===== config.mk =====
export PLATFORM = sky130hd
export DESIGN_NAME = sar_ctrl
export DESIGN_NICKNAME = d
export VERILOG_FILES = /design/src/rtl/sar_ctrl.sv
export SDC_FILE = /design/constraint.sdc
export NUM_CORES = 1
export LEC_CHECK = 0
export BUFFER_PORTS_ARGS = -buffer_cell sky130_fd_sc_hd__buf_2
export CORE_MARGIN = 1.5
export CORE_UTILIZATION = 50
export DETAILED_ROUTE_END_ITERATION = 8
export HOLD_SLACK_MARGIN = 0.12
export MAX_ROUTING_LAYER = met4
export PLACE_DENSITY = 0.73
export SLEW_MARGIN = 20
export SYNTH_ARGS = -nofsm -noshare
export SYNTH_HDL_FRONTEND = slang
export SYNTH_SLANG_ARGS = --single-unit

===== constraint.sdc =====
create_clock -name clk -period 2.1 [get_ports clk]
set_input_delay 0.21 -clock clk [delete_from_list [all_inputs] [get_ports clk]]
set_output_delay 0.21 -clock clk [all_outputs]
set_load 0.02 [all_outputs]

===== src/rtl/sar_ctrl.sv =====
module sar_ctrl #(
  parameter int WIDTH = 8
) (
  input  logic             clk,
  input  logic             rst,
  input  logic             soc,
  input  logic             cmp_hi,
  output logic [WIDTH-1:0] code,
  output logic             eoc
);
  localparam logic [WIDTH-1:0] TOP = {1'b1, {(WIDTH-1){1'b0}}};
  localparam logic [WIDTH-1:0] LSB = {{(WIDTH-1){1'b0}}, 1'b1};

  // one-hot pointer to the bit under test; zero when idle
  logic [WIDTH-1:0] probe;
  logic             busy;

  assign busy = |probe;

  always_ff @(posedge clk) begin
    if (rst) begin
      code  <= '0;
      probe <= '0;
      eoc   <= 1'b0;
    end else if (!busy) begin
      if (soc) begin
        code  <= TOP;
        probe <= TOP;
        eoc   <= 1'b0;
      end
    end else begin
      code  <= (cmp_hi ? code : (code & ~probe)) | (probe >> 1);
      probe <= probe >> 1;
      if (probe[0]) eoc <= 1'b1;
    end
  end

  assert_reset_idle_R1: assert property (@(posedge clk)
    rst |=> (code == '0 && !eoc && !busy));

  assert_start_loads_R2: assert property (@(posedge clk) disable iff (rst)
    (!busy && soc) |=> (code == TOP && !eoc));

  assert_decision_R3_R4: assert property (@(posedge clk) disable iff (rst)
    busy |=> (((code & $past(probe)) != '0) == $past(cmp_hi)));

  assert_one_bit_per_clock_R5: assert property (@(posedge clk) disable iff (rst)
    $rose(eoc) |-> ($past(probe) == LSB));

  assert_result_held_R7: assert property (@(posedge clk) disable iff (rst)
    (eoc && !soc) |=> (eoc && $stable(code)));

  assert_start_ignored_R8: assert property (@(posedge clk) disable iff (rst)
    busy |=> (probe == ($past(probe) >> 1)));

  assert_pointer_onehot_R5: assert property (@(posedge clk) disable iff (rst)
    $onehot0(probe));
endmodule


==> results.toml, run 1 <==
[clock_network]
post_cts_buffers = 0
clk_pin_slew_ns = 0.10
root_buffer = "clkbuf_4"
clk_latency_ns = 0.29
hold_buffers = 0
cts-resized-gates = 0
clock_sinks = 17
clockBufferDepth = 2
cts_max_level = 1
cts_buffers = 3
cts_tree = "built"

[power_and_ir_drop]
p_int_w = 0.000460
swShare = 0.289
power.switching_w = 0.000187
power_density_mw_per_mm2 = 845
seqPwrFrac = 0.547
pwr-share-comb = 0.183
power_leakage_nw = 0.295
clock_power_share = 0.270
peakVddDrop_uv = 377
power_w = 0.000647

[global_routing]
grt_max_degree = 18
antenna_found_initial = 0
groute.usage.overall = 0.200
overflow = 0
grt_pass1_vias = 455
grt_pass1_wl_um = 1980

[floorplanning]
start_util = 0.531
coreArea_mm2 = 0.00128
rows = 13
io_pins = 13
die_h_um = 39.9
die_area_mm2 = 0.00159
die_w_um = 39.9

[job]
cap_violations = 0

[timing]
worst_pin_slew_ns = 0.375
rsz0062_at_grt = "false"
hold_viol_final = 0
relSlewSlack = 0.750
post-route-period-util = 0.851
layout_min_cycle_time_ns = 1.79
slew_viol_final = 0
skew_ns = 0.00373
finalSetupTns_ns = 0
max_freq_ghz = 0.560
finalSetupViolations = 0

[route]
vias = 522
drc = 0
drt_wl_total_um = 1320
viasPerCell = 5.44
ant_nets = 0
routedWlPerCell_um = 13.8
first_pass_iters = 4
drt_iter0_markers = 14

[synth]
synth_seq_cells = 17
syn_avg_cell_area_um2 = 9.88
synthArstFlopShare = 0
synthCells = 69
synthFlopType = "dfxtp_1"
synth-edff-count = 0
yosys.cell_types.count = 14
yosysSeqAreaShare = 0.499
syn_nets = 73
yosys_warnings = 0
netlist_area_um2 = 682

[worst_setup_path]
end_kind = "register"
worstPathRequired_ns = 2.31
crit_type = "register to register"
crit_fanout = 9
cp.arrival_ns = 1.99
start_kind = "register"

[finish]
synthToLayoutAreaGrowth_pct = 12.3
final_common_cell = "dfxtp_1"
final_cell_mix = "dfxtp_1, buf_2, inv_1, nor2_1, o21ai_0"
fin_nets = 86
insertedDiodeCount = 0
drive_gt1_frac = 0.284

[placement]
io_buffer_count = 12
place_congestion = 0.770
dp_hpwl_um = 964

[worst_hold_path]
hp-class = "input pin to register"

[outcome]
outcome = "complete, no violations"
[routing by layer]
| layer | vias to the layer above | share of wire | GRT usage |
|---|---|---|---|
| li1 | 272 | - | - |
| met1 | 240 | 0.50 | 0.238 |
| met2 | 8 | 0.46 | 0.310 |
| met3 | 2 | 0.028 | 0.0667 |
| met4 | 0 | 0.015 | 0.0776 |
| met5 | - | 0 | - |
[cell usage after synthesis, drive strengths merged (2+ instances only)]
master	instances	area, um^2
a211oi	7	52.6
a21oi	2	10.0
a311oi	7	105
buf	3	21.3
clkbuf	2	7.51
dfxtp	17	340
inv	9	33.8
nor2	8	30.0
o21ai	8	40.0
or3	2	12.5
or4	2	15.0
[cell type report]
| class | count | area [um^2] |
|---|---|---|
| tap | 15 | 18.8 |
| clock buffer | 4 | 26.3 |
| multi-input combinational | 38 | 279 |
| inverter | 9 | 33.8 |
| timing repair buffer | 13 | 67.6 |
| fill | 111 | 519 |
| sequential | 17 | 340 |
[logic make-up (layout without fill, tap and decap cells)]
| logic type | count (synthesis) | count (layout) | synth area share |
|---|---|---|---|
| compound gates | 25 | 25 | 0.316 |
| flops | 17 | 17 | 0.499 |
| buf+inv | 14 | 26 | 0.0917 |
| simple gates | 13 | 13 | 0.0936 |
[power by group through the flow]
stage	registers [W]	clock network, W	logic, W
6_report	0.000354	0.000175	0.000118
5_1_grt	0.000356	0.000185	0.000128
4_1_cts	0.000354	0.000177	0.000118
3_5_place_dp	0.000361	0	0.000118
3_3_place_gp	0.000360	0	0.000116
2_1_floorplan	0.000378	0	0.0000743
[path summary, 6_finish.rpt]
kind	startpoint	endpoint	slack [ns]	cells after the start
setup reg to reg	probe[3]$_SDFFE_PP0P_	code[1]$_SDFFE_PP0P_	0.31	3
setup / recovery	probe[3]$_SDFFE_PP0P_	code[1]$_SDFFE_PP0P_	0.31	3
hold reg to reg	code[7]$_SDFFE_PP0P_	code[7]$_SDFFE_PP0P_	0.48	2
hold / removal	rst	probe[0]$_SDFFE_PP0P_	0.29	2
[critical path, stage by stage, from the launching register on]
cell,delay (ns)
dfxtp_1,0.32
or4_1,0.68
or2_1,0.41
a311oi_2,0.29
[per-stage QoR]
stage          area, um^2   util  std cells  worst slack [ns]  hold slack (ns)
2_1_floorplan         682      -         69             0.491            0.415
3_3_place_gp          739  0.575         92             0.365            0.453
3_5_place_dp          739  0.575         92             0.339            0.465
4_1_cts               766  0.596         96             0.308            0.276
5_1_grt               766  0.596         96             0.224            0.284
6_report              766  0.596         96             0.314            0.285
[registers in the layout, summed over array words and instances, names as in the netlist]
register  flops
code          8
probe         8
eoc           1
Note: power is estimated with default switching activity, not from simulation.
==> inputs of run 2 (changes only) <==
CELL_PAD_IN_SITES_DETAIL_PLACEMENT = 0   (was not set)
CELL_PAD_IN_SITES_GLOBAL_PLACEMENT = 1   (was not set)
CORE_UTILIZATION = 39   (was 50)
PLACE_DENSITY = not set   (was 0.73)
PLACE_DENSITY_LB_ADDON = 0.1   (was not set)
==> results.toml, run 2 (synthesis results as in run 1) <==
[floorplanning]
rows = 14
io_pins = 13
die_area_mm2 = 0.00201
die_h_um = 44.8
die_w_um = 44.8
start_util = 0.433
coreArea_mm2 = 0.00158

[power_and_ir_drop]
power.switching_w = 0.000186
swShare = 0.288
p_int_w = 0.000461
power_density_mw_per_mm2 = 835
seqPwrFrac = 0.546
clock_power_share = 0.268
pwr-share-comb = 0.187
peakVddDrop_uv = 402
power_leakage_nw = 0.301

[finish]
insertedDiodeCount = 0
final_util = 0.491
fillCellCount = 159
multi_input_comb_area_um2 = 279
regArea_um2 = 340
final_cell_mix = "dfxtp_1, buf_2, inv_1, nor2_1, o21ai_0"
reg_top3 = "code: 8 flops, probe: 8 flops, eoc: 1 flops"
synthToLayoutAreaGrowth_pct = 13.6
final_cell_area_um2 = 774
fin_nets = 87
drive_gt1_frac = 0.293
final_common_cell = "dfxtp_1"

[clock_network]
cts_buffers = 3
cts-resized-gates = 0
clk_latency_ns = 0.29
clock_sinks = 17
cts_tree = "built"
cts_max_level = 1
hold_buffers = 0
root_buffer = "clkbuf_4"
clk_pin_slew_ns = 0.10
post_cts_buffers = 0
clockBufferDepth = 2

[route]
vias = 541
first_pass_iters = 4
drt_iter0_markers = 5
drc = 0
routedWlPerCell_um = 14.8
drt_wl_total_um = 1450
viasPerCell = 5.52
ant_nets = 0

[worst_setup_path]
cp.arrival_ns = 1.84
reg2reg_to = "code[1]$_SDFFE_PP0P_"
endpoint = "code[1]$_SDFFE_PP0P_"
rr_startpoint = "probe[6]$_SDFFE_PP0P_"
end_kind = "register"
worst-path-stages = 3
rrSetupSlack_ns = 0.47
crit_type = "register to register"
slowest_stage = "or4_1"
cp_num_buf_inv = 0
worstPathRequired_ns = 2.31
reg2reg_depth = 3
crit_fanout = 7
start_kind = "register"
crit_chain = "or4_1 -> or2_1 -> a311oi_2"
cp_top_family = "simple AND/OR/NAND/NOR gates"
worstSetupStartpoint = "probe[6]$_SDFFE_PP0P_"
critPathMaxStageDelay_ns = 0.56

[timing]
finalSetupTns_ns = 0
worst_pin_slew_ns = 0.390
fin_ws_ns = 0.468
post-route-period-util = 0.777
layout_min_cycle_time_ns = 1.63
hold_viol_final = 0
finalSetupViolations = 0
slew_viol_final = 0
relSlewSlack = 0.740
skew_ns = 0.00651
rsz0062_at_grt = "false"
max_freq_ghz = 0.613

[placement]
dp_hpwl_um = 959
place_congestion = 0.724
placed_area_um2 = 748
pre_cts_ws_ns = 0.489
io_buffer_count = 12

[job]
cap_violations = 0

[worst_hold_path]
hp-class = "input pin to register"

[global_routing]
antenna_found_initial = 0
grt_pass1_vias = 485
grt_pass1_wl_um = 2280
grt_max_degree = 18
overflow = 0
groute.usage.overall = 0.168

[outcome]
outcome = "complete, no violations"
-- run 2: power groups by stage --
stage	registers, W	logic [W]	clock network (W)
after floorplan	0.000378	0.0000743	0
after global placement	0.000360	0.000121	0
after detailed placement	0.000360	0.000120	0
after CTS	0.000353	0.000121	0.000182
after global routing	0.000355	0.000130	0.000198
final	0.000353	0.000121	0.000173
-- run 2: layout make-up --
| type | count | share of cell area |
|---|---|---|
| flip-flops and latches | 17 | 0.439 |
| repair buffers | 14 | 0.0969 |
| multi-input cells | 38 | 0.360 |
| inverters | 9 | 0.0436 |
| well taps | 16 | 0.0258 |
| clock buffers | 4 | 0.0339 |
-- run 2: per-stage QoR --
| stage | instances | hold slack [ns] | power (W) |
|---|---|---|---|
| final | 98 | 0.285 | 0.000647 |
| after global routing | 98 | 0.287 | 0.000683 |
| after CTS | 98 | 0.285 | 0.000656 |
| after detailed placement | 94 | 0.457 | 0.000480 |
| after global placement | 94 | 0.458 | 0.000480 |
| after floorplan | 69 | 0.415 | 0.000452 |
-- run 2: worst register-to-register path, delay by kind of cell, from the launching register on --
family / cells / cell delay, ns
AOI/OAI and AO/OA: 1 / 0.29
DFF: 1 / 0.32
and+or+nand+nor: 2 / 0.96
-- run 2: worst min path at each step --
stage / depth (start not counted) / endpoint / slack [ns] / startpoint
floorplan: 2 / code[7]$_SDFFE_PP0P_ / 0.41 / cmp_hi
global placement: 2 / eoc$_SDFFE_PP0P_ / 0.46 / eoc$_SDFFE_PP0P_
detailed placement: 2 / eoc$_SDFFE_PP0P_ / 0.46 / probe[0]$_SDFFE_PP0P_
CTS: 2 / probe[6]$_SDFFE_PP0P_ / 0.28 / rst
global route: 2 / probe[0]$_SDFFE_PP0P_ / 0.29 / rst
finish: 2 / probe[6]$_SDFFE_PP0P_ / 0.28 / rst
-- run 2: metal layers --
layer / up-vias / global-route usage / routed length [um]
li1: 273 / - / -
met1: 252 / 0.226 / 684
met2: 14 / 0.212 / 656
met3: 2 / 0.0680 / 87
met4: 0 / 0.0882 / 19
met5: - / - / 0
